`src/rtl/hb_dt_pkg.sv`:
```
package hb_dt_pkg;

    localparam int LEG_LO = 0;
    localparam int LEG_HI = 1;
    localparam int NUM_LEGS = 2;

    typedef enum logic [1:0] {
        REQ_NONE = 2'd0,
        REQ_LOW  = 2'd1,
        REQ_HIGH = 2'd2
    } leg_req_e;

    typedef struct packed {
        logic hi;
        logic lo;
    } gate_pair_t;

    // Decode the command pins into one leg request; both-on folds to none.
    function automatic leg_req_e decode_cmd(input logic lo_n, input logic hi,
                                            input logic en);
        leg_req_e r;
        if (!en)                r = REQ_NONE;
        else if (!lo_n && hi)   r = REQ_NONE;
        else if (!lo_n)         r = REQ_LOW;
        else if (hi)            r = REQ_HIGH;
        else                    r = REQ_NONE;
        return r;
    endfunction

    function automatic gate_pair_t req_to_want(input leg_req_e r);
        gate_pair_t w;
        w.lo = (r == REQ_LOW);
        w.hi = (r == REQ_HIGH);
        return w;
    endfunction

endpackage

```
`src/rtl/hb_cmd_decode.sv`:
```
module hb_cmd_decode
    import hb_dt_pkg::*;
(
    input  logic       lo_cmd_n,
    input  logic       hi_cmd,
    input  logic       drive_en,
    output gate_pair_t want
);
    leg_req_e req;

    always_comb begin
        req  = decode_cmd(lo_cmd_n, hi_cmd, drive_en);
        want = req_to_want(req);
    end

    // an overlapping request never asks for both legs
    always_comb begin
        both_req_chk: assert (!(want.lo && want.hi));
    end
endmodule

```
`src/rtl/hb_off_timer.sv`:
```
module hb_off_timer #(
    parameter int DT_W = 10
) (
    input  logic            clk,
    input  logic            rst,
    input  logic            gate_q,
    output logic [DT_W-1:0] off_cnt
);
    localparam logic [DT_W-1:0] CNT_MAX = {DT_W{1'b1}};

    // Cycles the gate has been low, saturating; reset counts as long off.
    always_ff @(posedge clk) begin
        if (rst)                    off_cnt <= CNT_MAX;
        else if (gate_q)            off_cnt <= '0;
        else if (off_cnt != CNT_MAX) off_cnt <= off_cnt + 1'b1;
    end
endmodule

```
`src/rtl/hb_gate_arbiter.sv`:
```
module hb_gate_arbiter
    import hb_dt_pkg::*;
#(
    parameter int DT_W = 10
) (
    input  logic            clk,
    input  logic            rst,
    input  gate_pair_t      want,
    input  logic [DT_W-1:0] dead_cycles,
    input  logic [DT_W-1:0] off_lo,
    input  logic [DT_W-1:0] off_hi,
    output gate_pair_t      gate_q
);
    logic [DT_W-1:0] need_m1;
    logic [NUM_LEGS-1:0] want_v, gate_v, next_v;
    logic [DT_W-1:0] off_v [NUM_LEGS];

    always_comb begin
        need_m1 = (dead_cycles == '0) ? '0 : dead_cycles - 1'b1;
        want_v  = {want.hi, want.lo};
        gate_v  = {gate_q.hi, gate_q.lo};
        off_v[LEG_LO] = off_lo;
        off_v[LEG_HI] = off_hi;
    end

    for (genvar g = 0; g < NUM_LEGS; g++) begin : g_leg
        localparam int OPP = NUM_LEGS - 1 - g;
        // Turn-on waits for the opposite leg's off time; turn-off is immediate.
        assign next_v[g] = want_v[g] && !gate_v[OPP] && (off_v[OPP] >= need_m1);
    end

    always_ff @(posedge clk) begin
        if (rst) begin
            gate_q <= '0;
        end else begin
            gate_q.lo <= next_v[LEG_LO];
            gate_q.hi <= next_v[LEG_HI];
        end
    end
endmodule

```
`src/rtl/hb_deadtime_gen.sv`:
```
module hb_deadtime_gen
    import hb_dt_pkg::*;
#(
    parameter int DT_W = 10
) (
    input  logic            clk,
    input  logic            rst,
    input  logic            lo_cmd_n,
    input  logic            hi_cmd,
    input  logic            drive_en,
    input  logic [DT_W-1:0] dead_cycles,
    output logic            gate_lo,
    output logic            gate_hi
);
    localparam logic [DT_W:0] CHK_MAX = {(DT_W+1){1'b1}};

    gate_pair_t want;
    gate_pair_t gate_q;
    logic [DT_W-1:0] off_lo;
    logic [DT_W-1:0] off_hi;

    hb_cmd_decode u_dec (
        .lo_cmd_n (lo_cmd_n),
        .hi_cmd   (hi_cmd),
        .drive_en (drive_en),
        .want     (want)
    );

    hb_off_timer #(.DT_W(DT_W)) u_tmr_lo (
        .clk (clk), .rst (rst), .gate_q (gate_q.lo), .off_cnt (off_lo)
    );

    hb_off_timer #(.DT_W(DT_W)) u_tmr_hi (
        .clk (clk), .rst (rst), .gate_q (gate_q.hi), .off_cnt (off_hi)
    );

    hb_gate_arbiter #(.DT_W(DT_W)) u_arb (
        .clk         (clk),
        .rst         (rst),
        .want        (want),
        .dead_cycles (dead_cycles),
        .off_lo      (off_lo),
        .off_hi      (off_hi),
        .gate_q      (gate_q)
    );

    assign gate_lo = gate_q.lo;
    assign gate_hi = gate_q.hi;

    // Assertion-side bookkeeping: armed after one clean cycle, plus
    // independent wide off-time counters seeded as long off.
    logic          armed;
    logic [DT_W:0] chk_off_lo, chk_off_hi;
    logic [DT_W:0] need_eff;

    always_ff @(posedge clk) begin
        if (rst) begin
            armed      <= 1'b0;
            chk_off_lo <= CHK_MAX;
            chk_off_hi <= CHK_MAX;
        end else begin
            armed      <= 1'b1;
            chk_off_lo <= gate_lo ? '0 : ((chk_off_lo == CHK_MAX) ? chk_off_lo : chk_off_lo + 1'b1);
            chk_off_hi <= gate_hi ? '0 : ((chk_off_hi == CHK_MAX) ? chk_off_hi : chk_off_hi + 1'b1);
        end
    end

    assign need_eff = (dead_cycles == '0) ? {{DT_W{1'b0}}, 1'b1} : {1'b0, dead_cycles};


    no_overlap_chk: assert property (@(posedge clk) disable iff (rst)
        !(gate_lo && gate_hi));


    en_off_chk: assert property (@(posedge clk) disable iff (rst || !armed)
        !$past(drive_en) |-> (!gate_lo && !gate_hi));


    both_req_off_chk: assert property (@(posedge clk) disable iff (rst || !armed)
        ($past(drive_en) && !$past(lo_cmd_n) && $past(hi_cmd)) |-> (!gate_lo && !gate_hi));


    lo_release_chk: assert property (@(posedge clk) disable iff (rst || !armed)
        $past(lo_cmd_n) |-> !gate_lo);


    hi_release_chk: assert property (@(posedge clk) disable iff (rst || !armed)
        !$past(hi_cmd) |-> !gate_hi);


    hi_dead_chk: assert property (@(posedge clk) disable iff (rst || !armed)
        $rose(gate_hi) |-> (({1'b0, $past(chk_off_lo)} + 1'b1) >= {1'b0, $past(need_eff)}));


    lo_dead_chk: assert property (@(posedge clk) disable iff (rst || !armed)
        $rose(gate_lo) |-> (({1'b0, $past(chk_off_hi)} + 1'b1) >= {1'b0, $past(need_eff)}));
endmodule

```
`config.mk`:
```
export PLATFORM = sky130hd
export DESIGN_NAME = hb_deadtime_gen
export DESIGN_NICKNAME = d
export VERILOG_FILES = /design/src/rtl/hb_dt_pkg.sv /design/src/rtl/hb_cmd_decode.sv /design/src/rtl/hb_off_timer.sv /design/src/rtl/hb_gate_arbiter.sv /design/src/rtl/hb_deadtime_gen.sv
export SDC_FILE = /design/constraint.sdc
export NUM_CORES = 1
export LEC_CHECK = 0
export CORE_UTILIZATION = 69
export CTS_BUF_LIST = sky130_fd_sc_hd__clkbuf_4
export CTS_CLUSTER_DIAMETER = 100
export DETAILED_ROUTE_END_ITERATION = 16
export DONT_BUFFER_PORTS = 1
export PLACE_DENSITY = 0.85
export SLEW_MARGIN = 20
export SYNTH_ARGS = -nofsm -noshare
export SYNTH_HDL_FRONTEND = slang
export SYNTH_SLANG_ARGS = --single-unit
```
`constraint.sdc`:
```
create_clock -name clk -period 4.7 [get_ports clk]
set_input_delay 0.94 -clock clk [delete_from_list [all_inputs] [get_ports clk]]
set_output_delay 0.94 -clock clk [all_outputs]
set_load 0.005 [all_outputs]
```
==> results.json, run 1 <==
{
  "grt_max_degree": 14,
  "num_rows": 17,
  "final_layout_size_suffix_gt1_share_pct": 6.122,
  "slew_violations": 0,
  "synth.area.top_cells": "dfxtp_1 27%, ha_1 18%, xnor2_1 8.5%",
  "netlist_area_mm2": 0.001647,
  "synth_edf_count": 0,
  "cts_tree": "built",
  "numPortBuffers": 0,
  "startpoint": "dead_cycles[7]",
  "holdBufCountCts": 0,
  "drc": 0,
  "place_congestion": 0.9042,
  "core_mm2": 0.002233,
  "status": "finished clean",
  "syn_to_final_growth_pct": 2.964,
  "setup_violations": 0,
  "syn-instance-count": 195,
  "maxCapViolCount": 0,
  "ys.flop_type": "dfxtp_1",
  "slowest_delay_ps": 430,
  "cts_root_buffer": "clkbuf_4",
  "drtAntennaViolNets": 0,
  "p_sw_share_pct": 44.74,
  "clk_latency_ps": 310,
  "postSynthAreaPerCell_um2": 8.444,
  "overflow": 0,
  "clkPwrFrac_pct": 9.6,
  "synthDistinctLibCells": 32,
  "layout.nets": 236,
  "fin_crit_ps": 2425,
  "multiInputGateArea_mm2": 0.001167,
  "tns_ps": 0,
  "path_delay_family": "simple AND/OR/NAND/NOR gates",
  "p_total_mw": 0.9708,
  "yosys.area.top_type": "dfxtp_1",
  "seq_power_share_pct": 36.4,
  "cts_max_level": 1,
  "crit_fanout": 3,
  "numCtsBuffers": 3,
  "p_per_area_mw_per_mm2": 572.6,
  "p_switching_mw": 0.4343,
  "postLayoutCellArea_mm2": 0.001695,
  "final_hold_viol_count": 0,
  "chipWidth_um": 50.85,
  "p_int_mw": 0.5364,
  "antenna_cells": 0,
  "critical_path_class": "input pin to flop",
  "io_pins": 17,
  "ys_warn_count": 0,
  "synth_top_cell_area_share_pct": 26.75,
  "drtIter0Drc": 37,
  "dr.pass1.iters": 5,
  "period_share_pct": 51.60,
  "comb_power_share_pct": 54.0,
  "clkSlewWorstSetupHoldPaths_ps": 130,
  "p_leak_nw": 0.7434,
  "irDropWorstVdd_uv": 486.4,
  "min_from": "u_tmr_lo.off_cnt[1]",
  "slew_headroom_pct": 67.38,
  "wl_mm": 3.675,
  "regArea_um2": 440.4,
  "worst_pin_slew_ps": 489.2,
  "clock-sinks": 22,
  "synthArstFlopShare_pct": 0,
  "fp.dieArea_mm2": 0.002586,
  "hp-class": "flop to flop",
  "chipHeight_um": 50.85,
  "cp-end-kind": "flop",
  "cp.arrival_ps": 2650,
  "worstPathCellList": "nor4_1 -> nand3_1 -> xnor2_1 -> nand2_1 -> ha_1 -> a21oi_1 -> o21ai_0 -> nand2_1 -> o21ai_0",
  "rsz0062_at_grt": "no",
  "nFillCells": 170,
  "clock_path_buffers": 2,
  "path_buf_inv": 0,
  "post-dp-hpwl_mm": 2.963,
  "ys_seq_area_share_pct": 26.75,
  "cp.required_ps": 4920,
  "syn_nets": 234,
  "antenna_found_initial": 0,
  "worst_path_max_delay_cell": "nor4_1",
  "post-cts-setup-buffers": 0,
  "final_cell_mix": "27 x nand2_1, 24 x ha_1, 22 x dfxtp_1",
  "ys_seq_elements": 22,
  "grt_pass1_wl_mm": 5.802,
  "post_cts_resized": 0,
  "initial_core_util_pct": 73.73,
  "clock.fmax_mhz": 412.3,
  "vias_per_cell": 6.353,
  "final_common_cell": "nand2_1",
  "placed_area_mm2": 0.001669,
  "grt_use_total_pct": 30.75,
  "detail_route.wl_per_cell_um": 16.41,
  "critPathLaunchType": "input pin",
  "vias": 1423,
  "reg2reg_from": "u_tmr_hi.off_cnt[0]",
  "grt_pass1_vias": 1322,
  "fin_worst_skew_ps": 1.802
}
-- worst min-delay path: cells and delay by family (launching register included) --
family	cells	cell delay (ps)
mux	1	140
flops	1	370
compound gates	1	70
-- cells in the mapped netlist, drive strengths merged (2+ instances only) --
library cell	n
nand2	27
ha	24
dfxtp	22
o21ai	18
xnor2	16
a21oi	13
nand3	9
nor2	9
nor3	8
inv	7
xor2	7
nand2b	5
o21bai	5
mux2i	4
nand4	4
nor4	3
clkbuf	2
o221a	2
-- routing by layer --
layer  routed length, um  global-route usage (%)
met5                   0                       0
met4                  87                   14.81
met3                 220                   4.167
met2                1819                   54.89
met1                1548                   35.91
-- power by group through the flow --
stage	clock, mW	combinational [mW]	sequential, mW
after detailed placement	0	0.518	0.356
final	0.0936	0.524	0.353
after floorplan	0	0.431	0.324
after global placement	0	0.479	0.351
after CTS	0.0920	0.521	0.351
after global routing	0.102	0.586	0.363
-- area by class of cell --
class / instances / area share (%)
Multi-Input combinational cell: 163 / 68.86
Inverter: 7 / 1.550
Sequential cell: 22 / 25.98
Clock buffer: 3 / 1.328
Clock inverter: 1 / 0.2214
Tap cell: 28 / 2.066
-- per-stage QoR --
step	instances	hold WS, ps	worst slack (ps)	util, %
floorplan	195	534.7	2242	-
detailed placement	220	586.3	1980	74.73
global route	224	636.1	2141	75.91
CTS	224	603.9	2313	75.91
global placement	220	567.1	2063	74.73
finish	224	610.6	2275	75.91
-- worst paths after layout --
| path | to | depth (start not counted) | slack (ps) |
|---|---|---|---|
| setup / recovery | u_arb.gate_q[1] | 9 | 2270 |
| hold / removal | u_tmr_lo.off_cnt[1] | 2 | 610 |
| setup reg to reg | u_tmr_hi.off_cnt[8] | 5 | 3090 |
| hold reg to reg | u_tmr_lo.off_cnt[1] | 2 | 610 |
-- kinds of logic (layout without fill, tap and decap cells) --
family / Yosys count / count (layout) / share of synthesized area (%)
simple gates: 71 / 71 / 23.48
compound gates: 41 / 41 / 14.51
fa+ha+maj: 24 / 24 / 18.24
xor+xnor: 23 / 23 / 12.23
flops: 22 / 22 / 26.75
buf+inv: 10 / 11 / 2.356
mux: 4 / 4 / 2.432
-- flip-flops by register name, summed over array words and instances (netlist names) --
| signal | flops |
|---|---|
| u_tmr_lo.off_cnt | 10 |
| u_arb.gate_q | 2 |
| u_tmr_hi.off_cnt | 10 |
(Power assumes the default switching activity.)
==> run 2, diff against run 1 <==
CORE_UTILIZATION = 59   (was 69)
PLACE_DENSITY = 0.78   (was 0.85)
clock period = 2 ns   (was 4.7 ns; I/O delays follow)
==> run 2 against run 1 <==
  * Clock skew grew 2.3 ps
  * Non-clock buffer count grew 2
  * Worst setup slack lost 2100 ps
  * Critical path depth is the same
  * Core utilization shrank 8.2 points
  * Final cell count grew 1.8%
  * Cell area grew 2.6%
  * Sequential share of layout area shrank 0.65 points
  * Register-to-register slack lost 2700 ps
  * Critical path type unchanged
  * Critical endpoint unchanged
  * Largest power group unchanged
  * Highest routed layer unchanged
==> results.json, run 2 (synthesis gave the netlist of run 1 again) <==
{
  "status": "finished clean",
  "reg2reg_from": "u_tmr_lo.off_cnt[1]",
  "cp-end-kind": "flop",
  "drtAntennaViolNets": 0,
  "post-cts-setup-buffers": 0,
  "placed_area_mm2": 0.001687,
  "postLayoutCellArea_mm2": 0.001739,
  "irDropWorstVdd_uv": 994.8,
  "overflow": 0,
  "fin_worst_skew_ps": 4.115,
  "slew_violations": 0,
  "multiInputGateArea_mm2": 0.001167,
  "io_pins": 17,
  "final_layout_size_suffix_gt1_share_pct": 7.576,
  "final_common_cell": "nand2_1",
  "reg2reg_to": "u_tmr_lo.off_cnt[6]",
  "critPathLaunchType": "input pin",
  "layout.nets": 238,
  "crit_top_cell": "ha_1",
  "regToRegSetupSlack_ps": 360,
  "detail_route.wl_per_cell_um": 14.82,
  "slew_headroom_pct": 65.95,
  "drtIter0Drc": 19,
  "hp-class": "input pin to flop",
  "slowest_delay_ps": 350,
  "syn_to_final_growth_pct": 5.623,
  "antenna_found_initial": 0,
  "fp.dieArea_mm2": 0.003006,
  "numCtsBuffers": 3,
  "initial_core_util_pct": 64.13,
  "clock-sinks": 22,
  "holdBufCountCts": 0,
  "cts_tree": "built",
  "clock_path_buffers": 2,
  "p_leak_nw": 0.7666,
  "crit_fanout": 8,
  "cts_root_buffer": "clkbuf_4",
  "nFillCells": 227,
  "clk_latency_ps": 320,
  "worst_path_max_delay_cell": "ha_1",
  "rsz0062_at_grt": "no",
  "fin_crit_ps": 1803,
  "wl_mm": 3.378,
  "grt_max_degree": 14,
  "maxCapViolCount": 0,
  "num_rows": 18,
  "place_congestion": 0.8722,
  "cts_max_level": 1,
  "worst_pin_slew_ps": 506.0,
  "path_buf_inv": 1,
  "reg_top3": "u_tmr_hi.off_cnt: 10 flops, u_tmr_lo.off_cnt: 10 flops, u_arb.gate_q: 2 flops",
  "grt_pass1_wl_mm": 5.451,
  "setup_violations": 0,
  "numPortBuffers": 0,
  "critical_path_class": "input pin to flop",
  "chipHeight_um": 54.83,
  "period_share_pct": 90.15,
  "r2r_cells": 5,
  "core_mm2": 0.002567,
  "dpl.cell_count": 224,
  "path_delay_family": "simple AND/OR/NAND/NOR gates",
  "grt_use_total_pct": 25.82,
  "p_per_area_mw_per_mm2": 1359,
  "dr.pass1.iters": 4,
  "post-dp-hpwl_mm": 2.773,
  "vias_per_cell": 6.031,
  "grt_pass1_vias": 1276,
  "min_from": "rst",
  "cp.arrival_ps": 2050,
  "whs_path_depth": 1,
  "final_hold_viol_count": 0,
  "drc": 0,
  "clock.fmax_mhz": 554.7,
  "worstPathCellList": "inv_1 -> ha_1 -> nor2b_1 -> nand3_1 -> nand2_1 -> ha_1 -> nand4_1 -> o221a_2 -> o21ai_0",
  "cp.required_ps": 2250,
  "vias": 1375,
  "fin_cells": 228,
  "final_cell_mix": "27 x nand2_1, 24 x ha_1, 22 x dfxtp_1",
  "hold_end": "u_tmr_hi.off_cnt[0]",
  "post_cts_resized": 0,
  "clkSlewWorstSetupHoldPaths_ps": 130,
  "chipWidth_um": 54.83,
  "antenna_cells": 0,
  "regArea_um2": 440.4
}
[run 2: metrics by stage]
stage	worst slack [ps]	util [%]	total power [mW]	hold WS [ps]	setup TNS [ps]
3_3_place_gp	-35.59	65.69	1.936	488.8	-59.05
3_5_place_dp	-147.6	65.69	2.022	499.8	-239.7
6_report	197.1	67.74	2.363	165.7	0
2_1_floorplan	81.62	-	1.775	534.7	0
4_1_cts	191.3	67.74	2.373	162.9	0
5_1_grt	84.63	67.74	2.589	149.7	0
[run 2: layout make-up]
class | count | share of cell area, %
Sequential cell | 22 | 25.32
Multi-Input combinational cell | 163 | 67.12
Timing Repair Buffer | 2 | 0.8633
Clock inverter | 1 | 1.727
Inverter | 7 | 1.511
Tap cell | 30 | 2.158
Clock buffer | 3 | 1.295
[run 2: worst max-delay path by stage]
stage,to,depth (start not counted),slack (ps),from
global placement,u_arb.gate_q[0],9,-40,dead_cycles[3]
floorplan,u_arb.gate_q[0],7,80,dead_cycles[7]
detailed placement,u_arb.gate_q[1],9,-150,dead_cycles[0]
global route,u_arb.gate_q[0],10,80,dead_cycles[7]
CTS,u_arb.gate_q[1],9,190,dead_cycles[0]
finish,u_arb.gate_q[1],9,200,dead_cycles[0]
[run 2: where the power goes]
part / switching, mW / leakage [nW] / internal, mW
Clock: 0.144 / 0.0279 / 0.203
Combinational: 0.612 / 0.556 / 0.591
Sequential: 0.220 / 0.182 / 0.594
[run 2: worst reg2reg max path, stage by stage (launching register included)]
cell and delay (ps):
dfxtp_1 430, ha_1 250, and4_1 290, nand4_2 210, o21ba_2 290, o21ai_0 100
[run 2: metal layers]
layer | global-route usage, % | vias up | share of wire (%)
li1 | - | 703 | -
met1 | 33.67 | 628 | 47
met2 | 41.37 | 35 | 46
met3 | 4.722 | 9 | 4.5
met4 | 10.26 | 0 | 2.2
met5 | 0 | - | 0
